==> src/rtl/wdog_pkg.sv <==
`timescale 1ns/1ps
package wdog_pkg;
    localparam int unsigned OFS_KEY = 0;
    localparam int unsigned OFS_EN  = 1;
    localparam int unsigned OFS_CMP = 2;
    localparam int unsigned KEY_BIT = 7;
    localparam int unsigned EN_BIT  = 1;

    typedef enum logic {
        LK_LOCKED = 1'b0,
        LK_OPEN   = 1'b1
    } lock_state_t;
endpackage

==> src/rtl/wdog_bus_decode.sv <==
`timescale 1ns/1ps
module wdog_bus_decode #(
    parameter int unsigned       ADDR_W = 20,
    parameter int unsigned       NREG   = 5,
    parameter logic [ADDR_W-1:0] BASE   = 20'h40170
) (
    input  logic [ADDR_W-1:0] addr,
    input  logic              wr,
    output logic [NREG-1:0]   sel,
    output logic [NREG-1:0]   we
);
    for (genvar i = 0; i < NREG; i++) begin : g_hit
        localparam logic [ADDR_W-1:0] SLOT_ADDR = BASE + ADDR_W'(i);
        assign sel[i] = (addr == SLOT_ADDR);
        assign we[i]  = sel[i] & wr;
    end
endmodule

==> src/rtl/wdog_lock_fsm.sv <==
`timescale 1ns/1ps
module wdog_lock_fsm
    import wdog_pkg::*;
(
    input  logic clk,
    input  logic rst_n,
    input  logic key_we,
    input  logic key_bit,
    input  logic en_we,
    input  logic en_bit,
    output logic key_o,
    output logic en_o
);
    lock_state_t state_q, state_d;

    // state register
    always_ff @(posedge clk or negedge rst_n) begin
        if (!rst_n) state_q <= LK_LOCKED;
        else        state_q <= state_d;
    end

    // transitions: UNLOCK, CONSUME, RELOCK
    always_comb begin
        state_d = state_q;
        unique case (state_q)
            LK_LOCKED: if (key_we && key_bit) state_d = LK_OPEN;
            LK_OPEN:   if (en_we || (key_we && !key_bit)) state_d = LK_LOCKED;
            default:   state_d = LK_LOCKED;
        endcase
    end

    // outputs: enable bit is loaded only by the write that consumes an unlock
    always_ff @(posedge clk or negedge rst_n) begin
        if (!rst_n)                            en_o <= 1'b0;
        else if (state_q == LK_OPEN && en_we)  en_o <= en_bit;
    end

    assign key_o = (state_q == LK_OPEN);
endmodule

==> src/rtl/wdog_cmp_timer.sv <==
`timescale 1ns/1ps
module wdog_cmp_timer #(
    parameter int unsigned        CNT_W     = 16,
    parameter logic [CNT_W-1:0]   CMP_RESET = '1,
    localparam int unsigned       NB        = CNT_W / 8
) (
    input  logic             clk,
    input  logic             rst_n,
    input  logic [NB-1:0]    cmp_we,
    input  logic [7:0]       wdata,
    input  logic             svc,
    output logic [CNT_W-1:0] cmp_o,
    output logic [CNT_W-1:0] cnt_o,
    output logic             match_o
);
    logic [CNT_W-1:0] cnt_q;

    for (genvar b = 0; b < NB; b++) begin : g_cmp_byte
        always_ff @(posedge clk or negedge rst_n) begin
            if (!rst_n)         cmp_o[8*b +: 8] <= CMP_RESET[8*b +: 8];
            else if (cmp_we[b]) cmp_o[8*b +: 8] <= wdata;
        end
    end

    assign match_o = (cnt_q == cmp_o);

    always_ff @(posedge clk or negedge rst_n) begin
        if (!rst_n)                cnt_q <= '0;
        else if (svc || match_o)   cnt_q <= '0;
        else                       cnt_q <= cnt_q + 1'b1;
    end

    assign cnt_o = cnt_q;
endmodule

==> src/rtl/wdog_nmi_ctrl.sv <==
`timescale 1ns/1ps
module wdog_nmi_ctrl
    import wdog_pkg::*;
#(
    parameter int unsigned        ADDR_W    = 20,
    parameter logic [ADDR_W-1:0]  BASE      = 20'h40170,
    parameter int unsigned        CNT_W     = 16,
    parameter logic [CNT_W-1:0]   CMP_RESET = '1
) (
    input  logic              clk,
    input  logic              rst_n,
    input  logic [ADDR_W-1:0] bus_addr,
    input  logic              bus_wr,
    input  logic [7:0]        bus_wdata,
    output logic [7:0]        bus_rdata,
    output logic              nmi_o
);
    localparam int unsigned NB      = CNT_W / 8;
    localparam int unsigned OFS_SVC = OFS_CMP + NB;
    localparam int unsigned NREG    = OFS_SVC + 1;

    logic [NREG-1:0]  sel, we;
    logic [NB-1:0]    cmp_we;
    logic [CNT_W-1:0] cmp_q, cnt_w;
    logic             key_q, en_q, match, key_we, en_we, svc_we;

    wdog_bus_decode #(.ADDR_W(ADDR_W), .NREG(NREG), .BASE(BASE)) u_dec (
        .addr(bus_addr), .wr(bus_wr), .sel(sel), .we(we)
    );

    assign key_we = we[OFS_KEY];
    assign en_we  = we[OFS_EN];
    assign svc_we = we[OFS_SVC];

    for (genvar b = 0; b < NB; b++) begin : g_cmp_we
        assign cmp_we[b] = we[OFS_CMP + b];
    end

    wdog_lock_fsm u_lock (
        .clk(clk), .rst_n(rst_n),
        .key_we(key_we), .key_bit(bus_wdata[KEY_BIT]),
        .en_we(en_we),   .en_bit(bus_wdata[EN_BIT]),
        .key_o(key_q),   .en_o(en_q)
    );

    wdog_cmp_timer #(.CNT_W(CNT_W), .CMP_RESET(CMP_RESET)) u_timer (
        .clk(clk), .rst_n(rst_n), .cmp_we(cmp_we), .wdata(bus_wdata),
        .svc(svc_we), .cmp_o(cmp_q), .cnt_o(cnt_w), .match_o(match)
    );

    always_ff @(posedge clk or negedge rst_n) begin
        if (!rst_n) nmi_o <= 1'b0;
        else        nmi_o <= match & en_q;
    end

    always_comb begin
        bus_rdata = '0;
        if (sel[OFS_KEY]) bus_rdata[KEY_BIT] = key_q;
        if (sel[OFS_EN])  bus_rdata[EN_BIT]  = en_q;
        for (int b = 0; b < NB; b++) begin
            if (sel[OFS_CMP + b]) bus_rdata = cmp_q[8*b +: 8];
        end
    end
endmodule

==> config.mk <==
export PLATFORM = sky130hd
export DESIGN_NAME = wdog_nmi_ctrl
export DESIGN_NICKNAME = d
export VERILOG_FILES = /design/src/rtl/wdog_pkg.sv /design/src/rtl/wdog_bus_decode.sv /design/src/rtl/wdog_lock_fsm.sv /design/src/rtl/wdog_cmp_timer.sv /design/src/rtl/wdog_nmi_ctrl.sv
export SDC_FILE = /design/constraint.sdc
export NUM_CORES = 1
export LEC_CHECK = 0
export ABC_AREA = 1
export BUFFER_PORTS_ARGS = -buffer_cell sky130_fd_sc_hd__buf_2
export CORE_MARGIN = 10
export CORE_UTILIZATION = 56
export CTS_CLUSTER_SIZE = 20
export DETAILED_ROUTE_END_ITERATION = 10
export PLACE_DENSITY = 0.88
export RECOVER_POWER = 100
export SLEW_MARGIN = 20
export SYNTH_ARGS = -nofsm -noshare
export SYNTH_HDL_FRONTEND = slang
export SYNTH_SLANG_ARGS = --single-unit
==> constraint.sdc <==
create_clock -name clk -period 1.85 [get_ports clk]
set_clock_uncertainty 0.15 [all_clocks]
set_input_delay 0.37 -clock clk [delete_from_list [all_inputs] [get_ports clk]]
set_output_delay 0.37 -clock clk [all_outputs]
set_load 0.01 [all_outputs]
After elaboration in Yosys (flattened, before gate mapping)
Cells that the tools add are included.

Add/sub/neg operators: 1. Equal/unequal tests: 6. Muxes and demuxes: 8. Bitwise gates (word level): 7. Reduce and logical (&&, ||, !) cells: 6.

Operator list (number): $eq A20 B19 Y1 const B (5); $add A16 B1 Y16 const B (1); $eq A16 B16 Y1 (1); $mux W16 (1); $mux W8 (2); $and A1 B1 Y1 (6); $mux W1 (4); $logic_and A1 B1 Y1 (3); $logic_or A1 B1 Y1 (2); $pmux W1 S2 (1); $logic_not A1 Y1 (1); $not A1 Y1 (1).

Bits in registers: 35. Bits of input ports: 31. Logic and storage cells: 34.

Depth between registers and ports, before layout
Gate-level depths: netlist (run 1).

Depth in word-level cells: 6. Mapped depth: 11. Gate-level depth less buffers: 10.

Modules after synthesis
A second synthesis (run 1) with hierarchy kept.

Cells, all modules: 323. Area total of the unflattened synthesis: 2168.3 um2.

Modules (own cells, without submodules): wdog_cmp_timer (instances 1, cells each 231, area each 1697.9 um2, seq. area each 820.8 um2); wdog_bus_decode (instances 1, cells each 45, area each 200.2 um2, seq. area each 0.0 um2); wdog_nmi_ctrl (instances 1, cells each 37, area each 187.7 um2, seq. area each 25.0 um2); wdog_lock_fsm (instances 1, cells each 10, area each 82.6 um2, seq. area each 50.0 um2).

Worst setup path after synthesis (run 1)
Ideal clock, no wire load.

Path kind: input -> output. Start point: input port bus_addr[17]. End point: output port bus_rdata[4]. Arrival: 1.221 ns. Required time: 1.330 ns. Slack: 0.109 ns. Stages on the path: 5. Buffers on the path: 0. Cells stage by stage: nor2_1 nand3_2 nor3_1 nand2_1 o21ai_0.

Word-level cells in the longest chain between the ends: 3.

RTL lines: start, declared (RTL line wdog_nmi_ctrl.sv:12) `input logic [ADDR_W-1:0] bus_addr,`; $eq A20 B19 Y1 (RTL line wdog_bus_decode.sv:14) `assign sel[i] = (addr == SLOT_ADDR);`; $mux W8 (RTL line wdog_nmi_ctrl.sv:61) `if (sel[OFS_CMP + b]) bus_rdata = cmp_q[8*b +: 8];`; $mux W8 * (RTL line wdog_nmi_ctrl.sv:61); end, declared (RTL line wdog_nmi_ctrl.sv:15) `output logic [7:0] bus_rdata,`.

Mark *: on every way between the ends. The rest lies on a longest branch, timed or not.

Worst setup path after layout (run 1)
Start point: input port bus_addr[9]. End point: output port bus_rdata[0].

Same word-level chain as after synthesis.

==> reports/metrics.yaml, run 1 <==
synthesis:
  async_reset_ff_share_pct: 100
  synthCells: 278
  ys_ff_latch: 35
  mappedNetlistNets: 310
  post-synth-top-area-cell: "dfrtp_1"
  synth_top_cell_area_share_pct: 21.4
  synthDistinctLibCells: 27
  sequential_to_total_area_share_from_yosys_stat_pct: 40.3
  yosysWarnings: 0
  combined_area_of_all_synthesized_cells_um2: 2220
  synth_area_leaders: "dfrtp_1 21%, dfstp_2 19%, nand2_1 9.1%"
  syn-mean-instance-area_um2: 7.99
  synth_enable_flop_cells: 0
  ys_dominant_reg_cell: "dfrtp_1"
routing:
  dr.max_layer_used: "met4"
  wl_per_cell_um: 15.0
  met1Wirelength_um: 2400
  detail_route.iter0.violations: 154
  routed_via_density: 5.36
  met3RoutedLength_um: 233
  antenna_left: 0
  detailedRoute.firstPassIterationCount: 5
  post-route-drc-count: 0
  totalWireLength_um: 5790
  via_count: 2075
  routed-wl-met2_um: 2960
place:
  io_buffers: 39
  placement.cell_area_um2: 2560
  routabilityCongestion: 0.981
  hpwlAfterDp_um: 4130
  placement.setup.worst_slack_ps: -281
sta:
  timing_worst_slew_pin_value_ps: 598
  worst_hold_slack_ps: 169
  final_critical_path_share_of_the_clock_period_pct: 110
  finalMaxSlewViolations: 0
  relative_slew_margins_pct: 60.1
  achievable-frequency_mhz: 492
  worst_slack_ps: -183
  hold_viol: 0
  rsz0062_at_grt: "true"
  finalSetupViolCount: 8
  min_period_ps: 2030
  total_negative_setup_slack_ps: -1240
die:
  die-height_um: 83.0
  initial_utilization_pct: 59.3
  design.die.area_um2: 6880
  die_w_um: 83.0
  floorplan.rows: 22
  pin_count: 40
  coreArea_um2: 3740
layout:
  final_cell_mix: "51 x nand2_1, 36 x nor2_1, 31 x inv_1, 29 x buf_2, 19 x dfrtp_1"
  layout.cell_area.non_filler_um2: 2780
  area_growth_pct: 25.2
  final_core_utilization_pct: 74.3
  layout_commonest_cell: "nand2_1"
  final_nets: 370
  n_antenna_cell: 0
  layout.area.seq_um2: 896
  fraction_of_layout_cells_with_a_size_suffix_above_1_pct: 38.6
  num-fill-cells: 291
  multiInputGateArea_um2: 1170
grt:
  number_of_antenna_violations_at_the_first_check_in_global_routing: 0
  grt_util_all_layers_pct: 16.3
  grt.overflow.total: 0
  via_count_of_the_first_global_routing_pass: 2098
  wire_length_of_the_first_global_routing_pass_um: 9580
  maximum_number_of_pins_on_one_net_before_global_route_repair: 25
cts:
  clk_pin_slew_ps: 70
  source_to_sink_clock_delay_at_the_later_pin_of_the_worst_skew_pair_ps: 290
  ctsLongestPathBuffers: 2
  clock_sink_count: 35
  tritoncts_clock_tree: "done"
  clockRootBuffer: "clkbuf_8"
  cts_made_buffers: 5
  htree_num_levels: 2
critical_path:
  crit_path_start_kind: "input port"
  crit_arrival_ps: 1510
  crit_type: "in -> out"
  cp.required_ps: 1330
  setup.worst_path.end_class: "output port"
  peak_fanout_along_the_critical_path: 8
status:
  run_status: "finished, violations left"
  failed_checks: "setup timing"
flow_run:
  max_cap_viol_count: 0
pwr:
  power_density_nw_per_um2: 528
  p_leak_nw: 1.33
  max-vdd-ir-drop_mv: 0.511
hold_path:
  timing.hold.worst.class: "in -> reg"
-- repair_timing --
action | CTS | global route
pin swaps | 3 | 8
gates resized for setup | 19 | 13
hold buffers | 1 | 0
endpoints found under the hold margin | 19 | 0
setup endpoints to repair | 8 | 10
buffers inserted | 3 | 1
-- per-stage QoR --
stage	power [mW]	instances
detailed placement	0.879	374
CTS	1.47	386
floorplan	0.815	278
global route	1.52	387
finish	1.47	387
global placement	0.876	374
-- Yosys cell counts, drive strengths merged, types with 6 or more instances --
master	n
buf	6
dfrtp	19
dfstp	16
inv	41
nand2	63
nand3	21
nand4	11
nor2	41
nor3	11
o21ai	19
xnor2	17
xor2	9
-- registers in the layout, summed over array words and instances (netlist names) --
signal,count
u_lock.en_o,1
nmi_o,1
u_lock.key_o,1
u_timer.cmp_o,16
u_timer.cnt_o,16
-- layer usage --
layer  vias up  global-route usage [%]
met3        18                    3.32
met4         0                    8.46
met5         -                       0
met2        63                    28.8
li1        993                       -
met1      1001                    17.8
-- cells by family after synthesis --
group	Yosys count	synth area share [%]
XOR/XNOR	26	10.3
AO/OA/AOI/OAI	21	7.49
flip-flops	35	40.3
buffers and inverters	47	8.96
AND/OR/NAND/NOR	148	32.4
adder cells (fa/ha/maj)	1	0.563
-- where the power goes --
part	switching (mW)	internal (mW)	leakage [nW]	total, mW
registers	0.000509	0.767	0.426	0.767
clock network	0.283	0.303	0.0474	0.586
logic	0.0638	0.0516	0.861	0.115
-- final timing paths --
check                                       start  cells after the start  slack, ps                 to
min in group asynchronous                   rst_n                      2        460  u_timer.cnt_o[11]
worst max register to register  u_timer.cmp_o[12]                     10        140   u_timer.cnt_o[0]
worst max-delay path                  bus_addr[9]                     11       -180       bus_rdata[0]
max in group asynchronous                   rst_n                      3        310   u_timer.cmp_o[2]
worst min-delay path                 bus_wdata[3]                      3        170   u_timer.cmp_o[3]
worst min register to register  u_timer.cmp_o[14]                      2        340  u_timer.cmp_o[14]
-- critical path: stages --
cell and delay, ps:
buf_6 90, inv_2 30, nand2_1 60, nor2_2 120, nand2_2 90, nor2_4 140
nand2_4 110, nor2_8 160, nand3_1 100, nand2_1 100, buf_2 140
-- final cells by class --
class	count	share of cell area (%)
clock buffer	6	2.97
clock inverter	2	0.585
inverter	41	5.53
multi-input combinational	196	42.1
sequential	35	32.2
tap	48	2.16
timing repair buffer	59	14.4
(Power assumes the default switching activity.)
==> run 2: changes to the inputs <==
Settings changed: CORE_UTILIZATION 56 to 50, PLACE_DENSITY 0.88 to 0.84.
Clock period 1.85 ns to 1.8 ns, I/O delays scaled along.
==> run 2 against run 1 <==
Against the previous run: the run still ends with setup timing left; sequential cell count did not move; worst hold slack got worse by 15 ps; cell area rose by 4.4%; clock-buffer cell count fell by 1; sequential power rose by 2.7%; via count fell by 0.34%; critical path depth fell by 2; first-iteration DRC count rose by 29%; total power rose by 2.6%; global-route usage fell by 0.52 points; clock power rose by 1%.
==> reports/metrics.yaml, run 2 (synthesis results as in run 1) <==
routing:
  routed_via_density: 5.28
  post-route-drc-count: 0
  antenna_left: 0
  detailedRoute.firstPassIterationCount: 4
  detail_route.iter0.violations: 199
  totalWireLength_um: 6150
  wl_per_cell_um: 15.7
  via_count: 2068
grt:
  grt_util_all_layers_pct: 15.8
  number_of_antenna_violations_at_the_first_check_in_global_routing: 0
  via_count_of_the_first_global_routing_pass: 2106
  maximum_number_of_pins_on_one_net_before_global_route_repair: 19
  grt.overflow.total: 0
  wire_length_of_the_first_global_routing_pass_um: 9600
cts:
  cts_made_buffers: 5
  clk_pin_slew_ps: 70
  tritoncts_clock_tree: "done"
  source_to_sink_clock_delay_at_the_later_pin_of_the_worst_skew_pair_ps: 300
  clock_sink_count: 35
  htree_num_levels: 2
  clockRootBuffer: "clkbuf_8"
  ctsLongestPathBuffers: 2
pwr:
  power.total_mw: 1.51
  p_leak_nw: 1.35
  power_density_nw_per_um2: 519
  max-vdd-ir-drop_mv: 0.559
critical_path:
  setup.worst_path.end_class: "output port"
  r2r_cells: 10
  peak_fanout_along_the_critical_path: 8
  critPathSlowestCell: "nor2_8"
  crit-reg2reg-launch: "u_timer.cmp_o[12]"
  crit_type: "in -> out"
  critical_path_max_stage_delay_ps: 190
  r2r_end: "u_timer.cnt_o[4]"
  critPathMostFrequentCell: "buf_2"
  crit_path_start_kind: "input port"
  setup.reg_to_reg.worst_slack_ps: 20
  worstPathCellList: "buf_2 > nor2_2 > nand3_2 > nor2_4 > nand2_4 > nor2_8 > nand3_4 > o21ai_2 > buf_2"
  crit_arrival_ps: 1520
  cp.required_ps: 1290
hold_path:
  timing.hold.worst.class: "in -> reg"
  min_delay_path_depth: 3
  min_to: "u_timer.cmp_o[2]"
  worstHoldStart: "bus_wdata[2]"
status:
  run_status: "finished, violations left"
  failed_checks: "setup timing"
sta:
  worst_slack_ps: -234
  min_period_ps: 2030
  timing_worst_slew_pin_value_ps: 478
  achievable-frequency_mhz: 492
  finalMaxSlewViolations: 0
  hold_viol: 0
  final_critical_path_share_of_the_clock_period_pct: 113
  relative_slew_margins_pct: 68.1
  rsz0062_at_grt: "true"
  finalSetupViolCount: 8
flow_run:
  max_cap_viol_count: 0
layout:
  final_nets: 371
  final_core_utilization_pct: 67.2
  layout_commonest_cell: "nand2_1"
  final_cell_mix: "49 x nand2_1, 32 x inv_1, 28 x buf_2, 19 x nor2_1, 19 x dfrtp_1"
  n_antenna_cell: 0
  area_growth_pct: 30.8
  fraction_of_layout_cells_with_a_size_suffix_above_1_pct: 45.9
place:
  hpwlAfterDp_um: 4290
  io_buffers: 39
  routabilityCongestion: 0.983
  placement.setup.worst_slack_ps: -303
die:
  floorplan.rows: 24
  design.die.area_um2: 7510
  coreArea_um2: 4320
  die-height_um: 86.6
  die_w_um: 86.6
  pin_count: 40
  initial_utilization_pct: 51.4
[run 2: changes by cell type in the layout (fill, tap and decap cells not counted), sizes merged]
cell,delta
clkbuf,-2
inv,+2
buf,+2
clkinv,-1
[run 2: final cells by class]
cell class                 count  area (µm²)
sequential                    35         896
clock buffer                   5        68.8
inverter                      41         154
clock inverter                 3        22.5
multi-input combinational    196        1260
fill                         339        1420
timing repair buffer          60         438
tap                           52        65.1
[run 2: worst max-delay path by stage]
| stage | start | to | slack, ps |
|---|---|---|---|
| 5_1_grt | bus_addr[9] | bus_rdata[4] | -310 |
| 6_report | bus_addr[17] | bus_rdata[4] | -230 |
| 2_1_floorplan | bus_addr[17] | bus_rdata[4] | 80 |
| 3_5_place_dp | bus_addr[7] | bus_rdata[5] | -300 |
| 4_1_cts | bus_addr[15] | bus_rdata[4] | -220 |
| 3_3_place_gp | bus_addr[12] | bus_rdata[5] | -240 |
[run 2: layer usage]
| layer | GRT usage (%) | wire length (µm) | vias up |
|---|---|---|---|
| met2 | 26.7 | 3200 | 78 |
| met5 | 0 | 0 | - |
| met4 | 7.36 | 193 | 0 |
| met3 | 3.56 | 390 | 18 |
| met1 | 18.4 | 2370 | 968 |
| li1 | - | - | 1004 |
[run 2: critical path, delay by kind of cell]
kind | cells | cell delay [ps]
buffers and inverters | 2 | 270
AOI/OAI and AO/OA | 1 | 90
and+or+nand+nor | 6 | 800
[run 2: through the flow]
stage               instances  area (µm²)  hold slack, ps  TNS (ps)
CTS                       390        2750             152     -1570
finish                    392        2900             155     -1490
floorplan                 278        2220           -85.6         0
global route              392        2900             158     -3320
global placement          380        2590             177     -1240
detailed placement        380        2590             192     -1600
[run 2: repair_timing]
action	in CTS	in global routing
resized for setup	17	40
hold endpoints to repair	13	0
pin swaps	9	16
endpoints found under the setup margin	8	24
buffers inserted	1	1
cloned	0	1
hold buffers	1	0
[run 2: power breakdown]
| group | total, mW | internal, mW | switching (mW) |
|---|---|---|---|
| registers | 0.788 | 0.788 | 0.000183 |
| clock network | 0.594 | 0.277 | 0.317 |
| logic | 0.124 | 0.0548 | 0.0691 |
==> run 3: changes to the inputs <==
Settings changed: ABC_CLOCK_PERIOD_IN_PS set to 1800, MAX_ROUTING_LAYER set to met4.
==> run 3 against run 2 <==
Against the previous run: the run still ends with setup timing left; critical endpoint is now bus_rdata[2]; combinational power about the same; non-clock buffer count is 1 higher; critical path type unchanged; sequential cell count stayed put; final cell count increased by 0.26%; sequential power barely moved; fmax grew 2.0%.
==> reports/metrics.yaml, run 3 (synthesis results as in run 1) <==
layout:
  area_growth_pct: 30.4
  n_antenna_cell: 0
  fraction_of_layout_cells_with_a_size_suffix_above_1_pct: 41.6
  final_nets: 372
  layout_commonest_cell: "nand2_1"
  final_cell_mix: "47 x nand2_1, 35 x nor2_1, 32 x inv_1, 28 x buf_2, 19 x dfrtp_1"
  finish.cell_count_without_fillers: 393
status:
  failed_checks: "setup timing"
  run_status: "finished, violations left"
sta:
  finalSetupViolCount: 8
  rsz0062_at_grt: "true"
  min_period_ps: 1990
  timing_worst_slew_pin_value_ps: 795
  achievable-frequency_mhz: 501
  hold_viol: 0
  worst_slack_ps: -194
  final_critical_path_share_of_the_clock_period_pct: 111
  relative_slew_margins_pct: 47.0
  finalMaxSlewViolations: 0
grt:
  wire_length_of_the_first_global_routing_pass_um: 9540
  grt.overflow.total: 0
  grt_util_all_layers_pct: 16.0
  number_of_antenna_violations_at_the_first_check_in_global_routing: 0
  maximum_number_of_pins_on_one_net_before_global_route_repair: 22
  via_count_of_the_first_global_routing_pass: 2081
hold_path:
  worstHoldStart: "bus_wdata[0]"
  min_delay_path_depth: 3
  min_to: "u_timer.cmp_o[0]"
  timing.hold.worst.class: "in -> reg"
place:
  routabilityCongestion: 1.02
  placed_cell_count: 380
  placement.setup.worst_slack_ps: -318
  io_buffers: 39
  hpwlAfterDp_um: 4290
die:
  die_w_um: 86.6
  die-height_um: 86.6
  coreArea_um2: 4320
  initial_utilization_pct: 51.4
  floorplan.rows: 24
  design.die.area_um2: 7510
  pin_count: 40
critical_path:
  cp.required_ps: 1290
  r2r_cells: 10
  setup.reg_to_reg.worst_slack_ps: 80
  crit_arrival_ps: 1480
  peak_fanout_along_the_critical_path: 8
  r2r_end: "u_timer.cnt_o[11]"
  crit_path_start_kind: "input port"
  crit-reg2reg-launch: "u_timer.cmp_o[12]"
  crit_type: "in -> out"
  setup.worst_path.end_class: "output port"
cts:
  htree_num_levels: 2
  ctsLongestPathBuffers: 2
  clockRootBuffer: "clkbuf_8"
  cts_made_buffers: 5
  tritoncts_clock_tree: "done"
  clock_sink_count: 35
  source_to_sink_clock_delay_at_the_later_pin_of_the_worst_skew_pair_ps: 290
  clk_pin_slew_ps: 70
pwr:
  p_leak_nw: 1.37
  max-vdd-ir-drop_mv: 0.566
  power.total_mw: 1.75
  power_density_nw_per_um2: 606
routing:
  routed_via_density: 5.26
  wl_per_cell_um: 14.9
  via_count: 2068
  detailedRoute.firstPassIterationCount: 4
  antenna_left: 0
  totalWireLength_um: 5870
  post-route-drc-count: 0
  detail_route.iter0.violations: 200
flow_run:
  max_cap_viol_count: 0
-- run 3: cell types whose count changed in the layout (fill, tap and decap cells not counted), sizes merged --
cell,before,now
clkbuf,9,10
bufinv,0,2
inv,43,41
buf,55,56
clkinvlp,1,0
-- run 3: critical path: stages --
cell and delay (ps):
buf_6 90, inv_2 30, nand2_1 40, nor2_1 120
nand2_2 100, nor2_4 120, nand2_4 110, nor2_8 170
nand3_1 110, nand2_1 90, buf_2 140
-- run 3: area by class of cell --
cell class / count / area [µm²]
flip-flops and latches: 35 / 896
inverters: 41 / 154
multi-input cells: 196 / 1220
repair buffers: 61 / 429
well taps: 52 / 65.1
clock buffers: 6 / 72.6
fillers: 341 / 1430
clock inverters: 2 / 60.1
-- run 3: through the flow --
step           area [µm²]  utilization (%)  hold WS [ps]  TNS (ps)
6_report             2900             67.0           166     -1210
2_1_floorplan        2220                -         -85.6         0
3_5_place_dp         2590             59.9           149     -1970
5_1_grt              2900             67.0           164     -4270
4_1_cts              2820             65.2           166     -1530
3_3_place_gp         2590             59.9           148     -1230
-- run 3: worst max-delay path by stage --
stage | end | cells past startpoint | startpoint
after global placement | bus_rdata[5] | 9 | bus_addr[12]
after detailed placement | bus_rdata[5] | 9 | bus_addr[12]
after CTS | bus_rdata[5] | 11 | bus_addr[11]
after global routing | bus_rdata[2] | 11 | bus_addr[9]
final | bus_rdata[2] | 11 | bus_addr[11]
after floorplan | bus_rdata[4] | 5 | bus_addr[17]
-- run 3: repair_timing --
item                                   in CTS  in global routing
pin swaps                                   9                 12
hold buffers                                1                  0
gates resized for setup                    22                 20
buffers inserted                            2                  2
setup endpoints to repair                   8                 20
endpoints found under the hold margin      14                  0
-- run 3: report_power, final --
group	leakage (nW)	internal, mW	switching [mW]	total [mW]
clock network	0.0654	0.554	0.290	0.843
registers	0.426	0.788	0.000181	0.788
logic	0.880	0.0537	0.0687	0.122
-- run 3: routing by layer --
metal | GRT usage, % | up-vias | part of all wire (%)
met5 | - | - | 0
met4 | 5.60 | 0 | 2.4
met3 | 3.19 | 15 | 4.2
met2 | 26.2 | 61 | 53
met1 | 19.1 | 989 | 41
li1 | - | 1003 | -
